### config.mk
export PLATFORM = sky130hd
export DESIGN_NAME = nic_hostreg
export DESIGN_NICKNAME = d
export VERILOG_FILES = /design/src/rtl/hreg_pkg.sv /design/src/rtl/hreg_ctl.sv /design/src/rtl/hreg_cfg.sv /design/src/rtl/hreg_bcr.sv /design/src/rtl/nic_hostreg.sv
export SDC_FILE = /design/constraint.sdc
export NUM_CORES = 1
export LEC_CHECK = 0
export ABC_AREA = 1
export BUFFER_PORTS_ARGS = -buffer_cell sky130_fd_sc_hd__buf_2
export CELL_PAD_IN_SITES_DETAIL_PLACEMENT = 2
export CELL_PAD_IN_SITES_GLOBAL_PLACEMENT = 2
export CORE_ASPECT_RATIO = 0.8
export CORE_MARGIN = 2
export CORE_UTILIZATION = 30
export CTS_BUF_LIST = sky130_fd_sc_hd__clkbuf_2
export DETAILED_ROUTE_END_ITERATION = 8
export GPL_ROUTABILITY_DRIVEN = 0
export GPL_TIMING_DRIVEN = 0
export PLACE_DENSITY = 0.69
export SYNTH_ARGS = -nofsm -noshare
export SYNTH_HDL_FRONTEND = slang
export SYNTH_HIERARCHICAL = 1
export SYNTH_SLANG_ARGS = --single-unit
### constraint.sdc
create_clock -name clk -period 2.25 [get_ports clk]
set_input_delay 0.3375 -clock clk [delete_from_list [all_inputs] [get_ports clk]]
set_output_delay 0.3375 -clock clk [all_outputs]
set_load 0.005 [all_outputs]
### src/rtl/hreg_pkg.sv
package hreg_pkg;

    // bit positions of the main control word
    localparam int B_INIT  = 0;
    localparam int B_START = 1;
    localparam int B_STOP  = 2;
    localparam int B_TDMD  = 3;
    localparam int B_IENA  = 6;
    localparam int FLAG_LO = 8;
    localparam int NFLAG   = 7;

    // word ports of the host window
    localparam logic [2:0] P_STA_LO = 3'd0;
    localparam logic [2:0] P_STA_HI = 3'd1;
    localparam logic [2:0] P_DATA   = 3'd4;
    localparam logic [2:0] P_INDEX  = 3'd5;
    localparam logic [2:0] P_SRST   = 3'd6;
    localparam logic [2:0] P_BDATA  = 3'd7;

    typedef struct packed {
        logic             init;
        logic             start;
        logic             stop;
        logic             txon;
        logic             rxon;
        logic             iena;
        logic [NFLAG-1:0] flag;
        logic             init_p;
        logic             tdmd_p;
    } ctl_state_t;

    typedef struct packed {
        logic [15:0]      iadr_lo;
        logic [15:0]      iadr_hi;
        logic [NFLAG-1:0] mask;
        logic             apad;
        logic             prom;
    } cfg_state_t;

endpackage

### src/rtl/hreg_ctl.sv
module hreg_ctl
    import hreg_pkg::*;
(
    input  logic             clk,
    input  logic             rst_n,
    input  logic             srst,
    input  logic             wr,
    input  logic [3:0]       cmd,
    input  logic             iena_w,
    input  logic [NFLAG-1:0] clr,
    input  logic [NFLAG-1:0] ev,
    input  logic [NFLAG-1:0] mask,
    output logic [15:0]      rd_val,
    output logic             irq,
    output logic             run,
    output logic             tx_on,
    output logic             rx_on,
    output logic             init_pls,
    output logic             tdmd_pls
);

    localparam ctl_state_t RST_ST = '{stop: 1'b1, default: '0};

    ctl_state_t s_d, s_q;
    logic       intr, errsum;

    always_comb begin
        s_d        = s_q;
        s_d.init_p = 1'b0;
        s_d.tdmd_p = 1'b0;
        if (wr) begin
            s_d.iena = iena_w;
            if (cmd[B_INIT]) begin
                s_d.init   = 1'b1;
                s_d.stop   = 1'b0;
                s_d.init_p = 1'b1;
            end
            if (cmd[B_START]) begin
                s_d.start = 1'b1;
                s_d.stop  = 1'b0;
                s_d.txon  = 1'b1;
                s_d.rxon  = 1'b1;
            end
            if (cmd[B_TDMD] && !s_q.stop && !cmd[B_STOP])
                s_d.tdmd_p = 1'b1;
            if (cmd[B_STOP]) begin
                s_d.stop   = 1'b1;
                s_d.start  = 1'b0;
                s_d.txon   = 1'b0;
                s_d.rxon   = 1'b0;
                s_d.init   = 1'b0;
                s_d.init_p = 1'b0;
            end
            s_d.flag = s_q.flag & ~clr;
        end
        if (ev[0])
            s_d.init = 1'b0;
        s_d.flag = s_d.flag | ev;
        if (srst)
            s_d = RST_ST;
    end

    always_ff @(posedge clk or negedge rst_n) begin
        if (!rst_n) s_q <= RST_ST;
        else        s_q <= s_d;
    end

    assign intr     = s_q.iena && |(s_q.flag & ~mask);
    assign errsum   = |s_q.flag[6:3];
    assign rd_val   = {errsum, s_q.flag, intr, s_q.iena, s_q.rxon, s_q.txon,
                       1'b0, s_q.stop, s_q.start, s_q.init};
    assign irq      = intr;
    assign run      = s_q.start;
    assign tx_on    = s_q.txon;
    assign rx_on    = s_q.rxon;
    assign init_pls = s_q.init_p;
    assign tdmd_pls = s_q.tdmd_p;


    start_stop_excl_chk: assert property (@(posedge clk) disable iff (!rst_n)
        !(s_q.start && s_q.stop));


    stop_clears_chk: assert property (@(posedge clk) disable iff (!rst_n)
        wr && cmd[B_STOP] && !srst |=> s_q.stop && !s_q.txon && !s_q.rxon && !run);


    w1c_clear_chk: assert property (@(posedge clk) disable iff (!rst_n)
        wr && clr[1] && !ev[1] && !srst |=> !s_q.flag[1]);


    event_wins_chk: assert property (@(posedge clk) disable iff (!rst_n)
        ev[1] && !srst |=> s_q.flag[1]);


    tdmd_running_chk: assert property (@(posedge clk) disable iff (!rst_n)
        tdmd_pls |-> !$past(s_q.stop));


    init_pulse_src_chk: assert property (@(posedge clk) disable iff (!rst_n)
        init_pls |-> $past(wr && cmd[B_INIT]));

endmodule

### src/rtl/hreg_cfg.sv
module hreg_cfg
    import hreg_pkg::*;
#(
    parameter int          IDX_W   = 7,
    parameter logic [27:0] CHIP_ID = 28'h5A3C1D7
) (
    input  logic             clk,
    input  logic             rst_n,
    input  logic             srst,
    input  logic             wr,
    input  logic [IDX_W-1:0] idx,
    input  logic [15:0]      wdata,
    output logic [15:0]      rd_val,
    output logic [NFLAG-1:0] mask,
    output logic [31:0]      iblk_addr,
    output logic             auto_pad,
    output logic             promisc
);

    localparam logic [IDX_W-1:0] I_IADR_LO = IDX_W'(1);
    localparam logic [IDX_W-1:0] I_IADR_HI = IDX_W'(2);
    localparam logic [IDX_W-1:0] I_MASK    = IDX_W'(3);
    localparam logic [IDX_W-1:0] I_FEAT    = IDX_W'(4);
    localparam logic [IDX_W-1:0] I_MODE    = IDX_W'(15);
    localparam logic [IDX_W-1:0] I_ID_LO   = IDX_W'(88);
    localparam logic [IDX_W-1:0] I_ID_HI   = IDX_W'(89);

    cfg_state_t c_d, c_q;

    always_comb begin
        c_d = c_q;
        if (wr) begin
            case (idx)
                I_IADR_LO: c_d.iadr_lo = wdata;
                I_IADR_HI: c_d.iadr_hi = wdata;
                I_MASK:    c_d.mask    = wdata[FLAG_LO +: NFLAG];
                I_FEAT:    c_d.apad    = wdata[11];
                I_MODE:    c_d.prom    = wdata[15];
                default:   ;
            endcase
        end
        if (srst)
            c_d = '0;
    end

    always_ff @(posedge clk or negedge rst_n) begin
        if (!rst_n) c_q <= '0;
        else        c_q <= c_d;
    end

    always_comb begin
        case (idx)
            I_IADR_LO: rd_val = c_q.iadr_lo;
            I_IADR_HI: rd_val = c_q.iadr_hi;
            I_MASK:    rd_val = {1'b0, c_q.mask, 8'h00};
            I_FEAT:    rd_val = {4'h0, c_q.apad, 11'h000};
            I_MODE:    rd_val = {c_q.prom, 15'h0000};
            I_ID_LO:   rd_val = CHIP_ID[15:0];
            I_ID_HI:   rd_val = {4'h0, CHIP_ID[27:16]};
            default:   rd_val = 16'h0000;
        endcase
    end

    assign mask      = c_q.mask;
    assign iblk_addr = {c_q.iadr_hi, c_q.iadr_lo};
    assign auto_pad  = c_q.apad;
    assign promisc   = c_q.prom;


    iadr_lo_store_chk: assert property (@(posedge clk) disable iff (!rst_n)
        wr && !srst && idx == I_IADR_LO |=> iblk_addr[15:0] == $past(wdata));


    mode_store_chk: assert property (@(posedge clk) disable iff (!rst_n)
        wr && !srst && idx == I_MODE |=> promisc == $past(wdata[15]));

endmodule

### src/rtl/hreg_bcr.sv
module hreg_bcr #(
    parameter int NUM_BCR = 32,
    parameter int IDX_W   = 7
) (
    input  logic             clk,
    input  logic             rst_n,
    input  logic             srst,
    input  logic             wr,
    input  logic [IDX_W-1:0] idx,
    input  logic [15:0]      wdata,
    output logic [15:0]      rd_val
);

    logic [15:0]        bank_d [NUM_BCR];
    logic [15:0]        bank_q [NUM_BCR];
    logic [NUM_BCR-1:0] sel;

    for (genvar g = 0; g < NUM_BCR; g++) begin : g_sel
        assign sel[g] = (idx == IDX_W'(g));


        bcr_store_chk: assert property (@(posedge clk) disable iff (!rst_n)
            wr && !srst && sel[g] |=> bank_q[g] == $past(wdata));
    end

    always_comb begin
        rd_val = 16'h0000;
        for (int i = 0; i < NUM_BCR; i++) begin
            bank_d[i] = bank_q[i];
            if (srst)
                bank_d[i] = 16'h0000;
            else if (wr && sel[i])
                bank_d[i] = wdata;
            if (sel[i])
                rd_val = rd_val | bank_q[i];
        end
    end

    always_ff @(posedge clk or negedge rst_n) begin
        if (!rst_n) begin
            for (int i = 0; i < NUM_BCR; i++) bank_q[i] <= 16'h0000;
        end else begin
            bank_q <= bank_d;
        end
    end

endmodule

### src/rtl/nic_hostreg.sv
module nic_hostreg
    import hreg_pkg::*;
#(
    parameter int          IDX_W   = 7,
    parameter int          NUM_BCR = 32,
    parameter logic [27:0] CHIP_ID = 28'h5A3C1D7
) (
    input  logic        clk,
    input  logic        rst_n,
    input  logic        wr_en,
    input  logic [2:0]  addr,
    input  logic [15:0] wdata,
    output logic [31:0] rdata,
    input  logic [47:0] mac_addr,
    input  logic        ev_init_done,
    input  logic        ev_tx_done,
    input  logic        ev_rx_done,
    input  logic        ev_mem_err,
    input  logic        ev_missed,
    input  logic        ev_collision,
    input  logic        ev_babble,
    output logic        irq,
    output logic        run,
    output logic        tx_on,
    output logic        rx_on,
    output logic        init_pulse,
    output logic        tx_demand,
    output logic        soft_rst,
    output logic [31:0] iblk_addr,
    output logic        auto_pad,
    output logic        promisc
);

    typedef struct packed {
        logic [IDX_W-1:0] idx;
        logic             srst_p;
    } top_state_t;

    top_state_t t_d, t_q;

    logic             wr_data, wr_bdata, wr_index, wr_srst;
    logic             sel_ctl, wr_ctl, wr_cfg;
    logic [15:0]      ctl_rd, cfg_rd, bcr_rd;
    logic [NFLAG-1:0] ev_vec, mask;

    assign wr_data  = wr_en && addr == P_DATA;
    assign wr_bdata = wr_en && addr == P_BDATA;
    assign wr_index = wr_en && addr == P_INDEX;
    assign wr_srst  = wr_en && addr == P_SRST;
    assign sel_ctl  = t_q.idx == '0;
    assign wr_ctl   = wr_data && sel_ctl;
    assign wr_cfg   = wr_data && !sel_ctl;
    assign ev_vec   = {ev_babble, ev_collision, ev_missed, ev_mem_err,
                       ev_rx_done, ev_tx_done, ev_init_done};

    always_comb begin
        t_d        = t_q;
        t_d.srst_p = wr_srst;
        if (wr_index)
            t_d.idx = wdata[IDX_W-1:0];
        if (wr_srst)
            t_d.idx = '0;
    end

    always_ff @(posedge clk or negedge rst_n) begin
        if (!rst_n) t_q <= '0;
        else        t_q <= t_d;
    end

    hreg_ctl u_ctl (
        .clk      (clk),
        .rst_n    (rst_n),
        .srst     (wr_srst),
        .wr       (wr_ctl),
        .cmd      (wdata[3:0]),
        .iena_w   (wdata[B_IENA]),
        .clr      (wdata[FLAG_LO +: NFLAG]),
        .ev       (ev_vec),
        .mask     (mask),
        .rd_val   (ctl_rd),
        .irq      (irq),
        .run      (run),
        .tx_on    (tx_on),
        .rx_on    (rx_on),
        .init_pls (init_pulse),
        .tdmd_pls (tx_demand)
    );

    hreg_cfg #(.IDX_W(IDX_W), .CHIP_ID(CHIP_ID)) u_cfg (
        .clk       (clk),
        .rst_n     (rst_n),
        .srst      (wr_srst),
        .wr        (wr_cfg),
        .idx       (t_q.idx),
        .wdata     (wdata),
        .rd_val    (cfg_rd),
        .mask      (mask),
        .iblk_addr (iblk_addr),
        .auto_pad  (auto_pad),
        .promisc   (promisc)
    );

    hreg_bcr #(.NUM_BCR(NUM_BCR), .IDX_W(IDX_W)) u_bcr (
        .clk    (clk),
        .rst_n  (rst_n),
        .srst   (wr_srst),
        .wr     (wr_bdata),
        .idx    (t_q.idx),
        .wdata  (wdata),
        .rd_val (bcr_rd)
    );

    always_comb begin
        case (addr)
            P_STA_LO: rdata = mac_addr[31:0];
            P_STA_HI: rdata = {16'h0000, mac_addr[47:32]};
            P_DATA:   rdata = {16'h0000, sel_ctl ? ctl_rd : cfg_rd};
            P_INDEX:  rdata = {{(32-IDX_W){1'b0}}, t_q.idx};
            P_BDATA:  rdata = {16'h0000, bcr_rd};
            default:  rdata = 32'h0000_0000;
        endcase
    end

    assign soft_rst = t_q.srst_p;


    srst_restore_chk: assert property (@(posedge clk) disable iff (!rst_n)
        wr_srst |=> soft_rst && t_q.idx == '0 && !run && !irq);


    index_store_chk: assert property (@(posedge clk) disable iff (!rst_n)
        wr_index && !wr_srst |=> t_q.idx == $past(wdata[IDX_W-1:0]));

endmodule

Word level (Yosys, flattened, before mapping) --
Cells that the tools add are included.
Storage, ports and cells: register bits after elaboration 576, input port bits 77, output and inout port bits 73
Cells by class: eq/ne operators 38, muxes and demuxes 118, bitwise operators 36, reduce and logical (&&, ||, !) cells 100
Operators by type and width (number):
- $mux W16 | 99
- $or A16 B16 Y16 | 31
- $pmux W32 S5 | 1
- $eq A7 B5 Y1 const B | 16
- $pmux W16 S7 | 1
- $mux W41 | 2
- $reduce_bool A2 Y1 | 40
- $eq A7 B4 Y1 const B | 8
- $logic_and A1 B1 Y1 | 41
- $mux W15 | 2
- $eq A7 B3 Y1 const B | 4
- $mux W7 | 3
- $reduce_and A2 Y1 | 8
- $and A7 B7 Y7 | 2
- $eq A7 B2 Y1 const B | 2
- $eq A7 B7 Y1 const B | 2
- $not A7 Y7 | 2
- $eq A3 B3 Y1 const B | 4
- $mux W1 | 8
- $reduce_bool A4 Y1 | 2
- $eq A7 B1 Y1 const B | 1
- $logic_not A7 Y1 | 1
- $or A7 B7 Y7 | 1
- $reduce_or A7 Y1 | 1
- other kinds (7) | 10

Depth between registers and ports, before layout --
depth after elaboration 65, mapped depth 15, depth with buffers taken out 14

Hierarchy --
The synthesis kept the hierarchy.
Modules (own cells, without submodules):
- hreg_bcr | instances 1, cells an instance 2938, area each 23227.3 µm², sequential area each 12812.3 µm²
- hreg_cfg | instances 1, cells an instance 334, area each 2377.3 µm², sequential area each 1026.0 µm²
- nic_hostreg | instances 1, cells an instance 284, area each 1408.9 µm², sequential area each 200.2 µm²
- hreg_ctl | instances 1, cells an instance 96, area each 718.2 µm², sequential area each 326.6 µm²

Least setup slack after synthesis --
No wires, ideal clock.
kind input -> register, from in addr[0], to reg u_bcr/bank_q[155] (netlist name), library setup time 0.133 ns, arrival 2.060 ns, required time 2.117 ns, setup slack 0.057 ns, stages 13, cell sequence buf_2 > nor2_1 > nand3_1 > inv_1 > inv_2 > buf_4 > buf_4 > buf_4 > nand2_1 > inv_1 > clkbuf_1 > nand2_1 > o21ai_0
RTL lines:
- from (decl) | line nic_hostreg.sv:11 | input logic [2:0] addr,
- to (signal assigned) | line hreg_bcr.sv:43 | bank_q <= bank_d;
- to (decl) | line hreg_bcr.sv:15 | logic [15:0] bank_q [NUM_BCR];

Worst setup path after layout --
from reg t_q[4] (netlist name), to out rdata[13]
RTL lines:
- from (decl) | line nic_hostreg.sv:39 | top_state_t t_d, t_q;
- from (signal assigned) | line nic_hostreg.sv:67 | else t_q <= t_d;
- $eq A7 B7 Y1 (tied with other cells) | line hreg_cfg.sv:52 | case (idx)
- $pmux W16 S7 * | line hreg_cfg.sv:52
- net cfg_rd[13] | line nic_hostreg.sv:43 | logic [15:0] ctl_rd, cfg_rd, bcr_rd;
- $mux W16 * | line nic_hostreg.sv:117 | P_DATA: rdata = {16'h0000, sel_ctl ? ctl_rd : cfg_rd};
- $pmux W32 S5 * | line nic_hostreg.sv:114 | case (addr)
- to (decl) | line nic_hostreg.sv:13 | output logic [31:0] rdata,
The timed path passes the listed nets; every way through them passes the cells marked *.

==> impl_metrics.yaml <==
die:
  num_rows: 99
  die_h_um: 275.9
  initial_core_util_pct: 30.34
  die_area_um2: 94900
  io_pins: 150
  core_area_um2: 91420
  die_x_um: 343.9
yosys:
  yosys.area_share.xor_xnor_pct: 0
  syn_area_um2: 27730
  synthDistinctLibCells: 31
  syn_inst: 3652
  synth_edf_count: 0
  synth_top_area_cell: "dfrtp_1"
  synth_top_family_by_area: "simple AND/OR/NAND/NOR gates"
  yosys.area_share.simple_pct: 31.47
  synthArstFlopShare_pct: 100.0
  synth_compound_area_share_pct: 10.22
  ys_top_cells_by_area: "dfrtp_1 (52%), nand2_1 (17%), o21ai_0 (9.6%)"
  synth-adder-area-share_pct: 0
  syn_nets: 3729
  yosys-top-cells-count: "nand2_1 (1,281), dfrtp_1 (573), o21ai_0 (532)"
  synthMuxAreaShare_pct: 0
  synth_top_area_share_pct: 51.71
  synth_most_common_cell: "nand2_1"
  synth_top_flop_cell: "dfrtp_1"
  synth_seq_cells: 574
  avgSynthCellArea_um2: 7.594
  synth_seq_area_share_pct: 51.80
  ys_warn_count: 6
global_route:
  grt_use_total_pct: 31.52
  antenna_found_initial: 16
  grt_max_degree: 104
  grt_pass1_vias: 30650
  grt_overflow: 0
  grt_pass1_wl_um: 215100
clocking:
  insertion_delay_ns: 1.56
  clock_path_buffers: 3
  clkSinkCount: 574
  numCtsBuffers: 158
  path_clk_slew_ns: 0.12
  htreeDepth: 4
  cts_root_buf: "clkbuf_2"
  tritoncts: "yes"
sta:
  final-setup-viol-count: 209
  finalCritPeriodShare_pct: 192.6
  period_needed_ns: 4.334
  rsz0062_at_grt: "true"
  tightestPinTransition_ns: 1.398
  timing.final.ws_setup_ns: -2.084
  slew_viol_final: 0
  clock_skew_ns: 0.1010
  clock.fmax_ghz: 0.2307
  holdWs_ns: 0.007470
  hold_viol: 0
  relSlewSlack_pct: 6.833
critical_path:
  slowest_stage: "dfrtp_2"
  critPathMaxFanout: 10
  max_stage_delay_ns: 0.51
  cp-end-kind: "output pin"
  crit_buf_inv: 6
  cp_cell_sequence: "buf_4 > buf_4 > inv_2 > nand2_4 > nor2_8 > clkbuf_4 > nand3_1 > nand3_1 > inv_1 > o21ai_0 > nand3_1 > nand2_1 > buf_2"
  cpLargestDelayFamily: "simple AND/OR/NAND/NOR gates"
  cpMostUsedCell: "nand3_1"
  cp.required_ns: 1.91
  crit_type: "flop to output pin"
  critical_path_arrival_ns: 4.00
  worst_setup_path_start_kind: "flop"
placement:
  dp_cells: 5018
  portBuffers: 148
  dp_hpwl_um: 104700
power:
  p_leak_uw: 0.01856
  power.internal_uw: 18000
  seqPwrFrac_pct: 46.3
  power_density_nw_per_um2: 799.1
  pwr-share-comb_pct: 25.9
  clkPwrFrac_pct: 27.8
  swShare_pct: 38.61
  peakVddDrop_mv: 0.4201
  switchingPower_uw: 11320
routing:
  wl_um: 154400
  drt_iter0_markers: 2588
  detail-route-antenna-nets: 0
  via_count: 29880
  detail_route.first_pass.iterations: 5
  drc_errors: 0
  routedWlPerCell_um: 28.10
  vias_per_cell: 5.438
final_layout:
  regArea_um2: 14400
  fillers: 10430
  multi_input_area_um2: 13460
  nets: 4239
  stdcell_count: 5494
  syn_to_final_growth_pct: 32.28
  drive_gt1_share_pct: 27.70
run_status:
  violations: "negative setup slack"
  outcome: "finished with violations"
worst_hold_path:
  hp-class: "input port to async pin"
flow_run:
  max_cap_viol_count: 0
[sequential cells by signal (all words and copies together), names as in the netlist]
name and cells:
u_ctl/init_pls 1, u_ctl/run 1, u_bcr/bank_q 512, u_ctl/rd_val 10, u_cfg/mask 7, u_cfg/auto_pad 1, soft_rst 1, u_ctl/tdmd_pls 1
u_cfg/iblk_addr 32, t_q 7, u_cfg/promisc 1
[placed cells by master, fill, tap and decap left out, types with 19 or more instances in the layout]
cell / n
nand2_1: 1095
dfrtp_1: 545
nand3_1: 511
o21ai_0: 497
clkbuf_2: 267
buf_2: 161
nand2_2: 145
buf_4: 130
inv_1: 122
nor2_4: 117
nor2_1: 110
buf_6: 88
clkbuf_1: 73
dlygate4sd3_1: 66
nand2_4: 41
nor2_2: 39
o21ai_1: 31
dfrtp_2: 27
clkinv_1: 24
nand3_2: 19
buf_16: 19
[worst min-delay path: stages]
cell and delay, ns:
buf_8 0.08, buf_16 0.10, buf_16 0.10, buf_16 0.10, buf_16 0.10, buf_16 0.10
buf_16 0.10, buf_16 0.10, buf_16 0.10, buf_16 0.10, buf_16 0.09, buf_16 0.09
buf_16 0.11, buf_16 0.31
[power by group through the flow]
stage / Sequential (uW) / Combinational [uW] / Clock [uW]
CTS: 13500 / 6690 / 8340
finish: 13600 / 7600 / 8140
global placement: 13600 / 5240 / 0
floorplan: 13200 / 3050 / 0
global route: 13800 / 8130 / 8940
detailed placement: 13600 / 5510 / 0
[area by class of cell]
class | count | share of cell area (%)
antenna | 7 | 0.04775
buffer | 269 | 5.406
clock buffer | 239 | 3.261
clock inverter | 34 | 0.6071
inverter | 150 | 1.644
multi-input combinational | 2659 | 36.70
sequential | 574 | 39.26
tap | 1212 | 4.134
timing repair buffer | 350 | 8.940
[timing repair]
| item | in CTS | in global routing |
|---|---|---|
| cloned | 2 | 5 |
| setup buffers | 62 | 49 |
| setup endpoints to repair | 621 | 811 |
| pin swaps | 96 | 104 |
| endpoints found under the hold margin | 656 | 30 |
| hold buffers | 78 | 3 |
| gates resized for setup | 532 | 530 |
[through the flow]
step | TNS [ns] | total power [uW] | util [%] | instance area [um2] | setup slack [ns]
after floorplan | 0 | 16290 | - | 27730 | 0.05700
after global placement | -7737.99 | 18810 | 32.81 | 29990 | -12.30
after detailed placement | -846.39 | 19140 | 33.00 | 30160 | -1.814
after CTS | -308.09 | 28480 | 38.16 | 34890 | -2.088
after global routing | -60.86 | 30840 | 40.11 | 36670 | -2.137
final | -52.42 | 29310 | 40.13 | 36680 | -2.084
[metal layers]
layer  GRT usage (%)  up-vias  routed length, um
li1                -    12910                  -
met1           46.58    15570              71370
met2           44.58     1117              64850
met3           7.544      270              12930
met4           10.92        4               5189
met5               0        -                 26
[path summary, 6_finish.rpt]
path                                                    start                              end  slack [ns]  depth (start not counted)
worst max-delay path                       t_q[4]$_DFFE_PN0P_                        rdata[13]       -2.08                         13
worst min-delay path                                    rst_n    u_bcr/bank_q[312]$_DFFE_PN0P_       0.007                         14
worst max register to register             t_q[2]$_DFFE_PN0P_  u_cfg/iblk_addr[12]$_DFFE_PN0P_       -0.20                         12
worst min register to register  u_bcr/bank_q[403]$_DFFE_PN0P_    u_bcr/bank_q[403]$_DFFE_PN0P_        0.49                          2
max in group asynchronous                               rst_n  u_cfg/iblk_addr[15]$_DFFE_PN0P_        0.34                         17
min in group clk                                      addr[2]    u_bcr/bank_q[449]$_DFFE_PN0P_        0.01                          9
[cell families (layout without fill, tap and decap cells)]
family          after synthesis  after routing
simple gates               2094           2095
compound gates              563            563
buf+inv                     420           1042
flops                       574            574
other cells                   1              8
No activity file was read; power rests on OpenSTA's default activity.
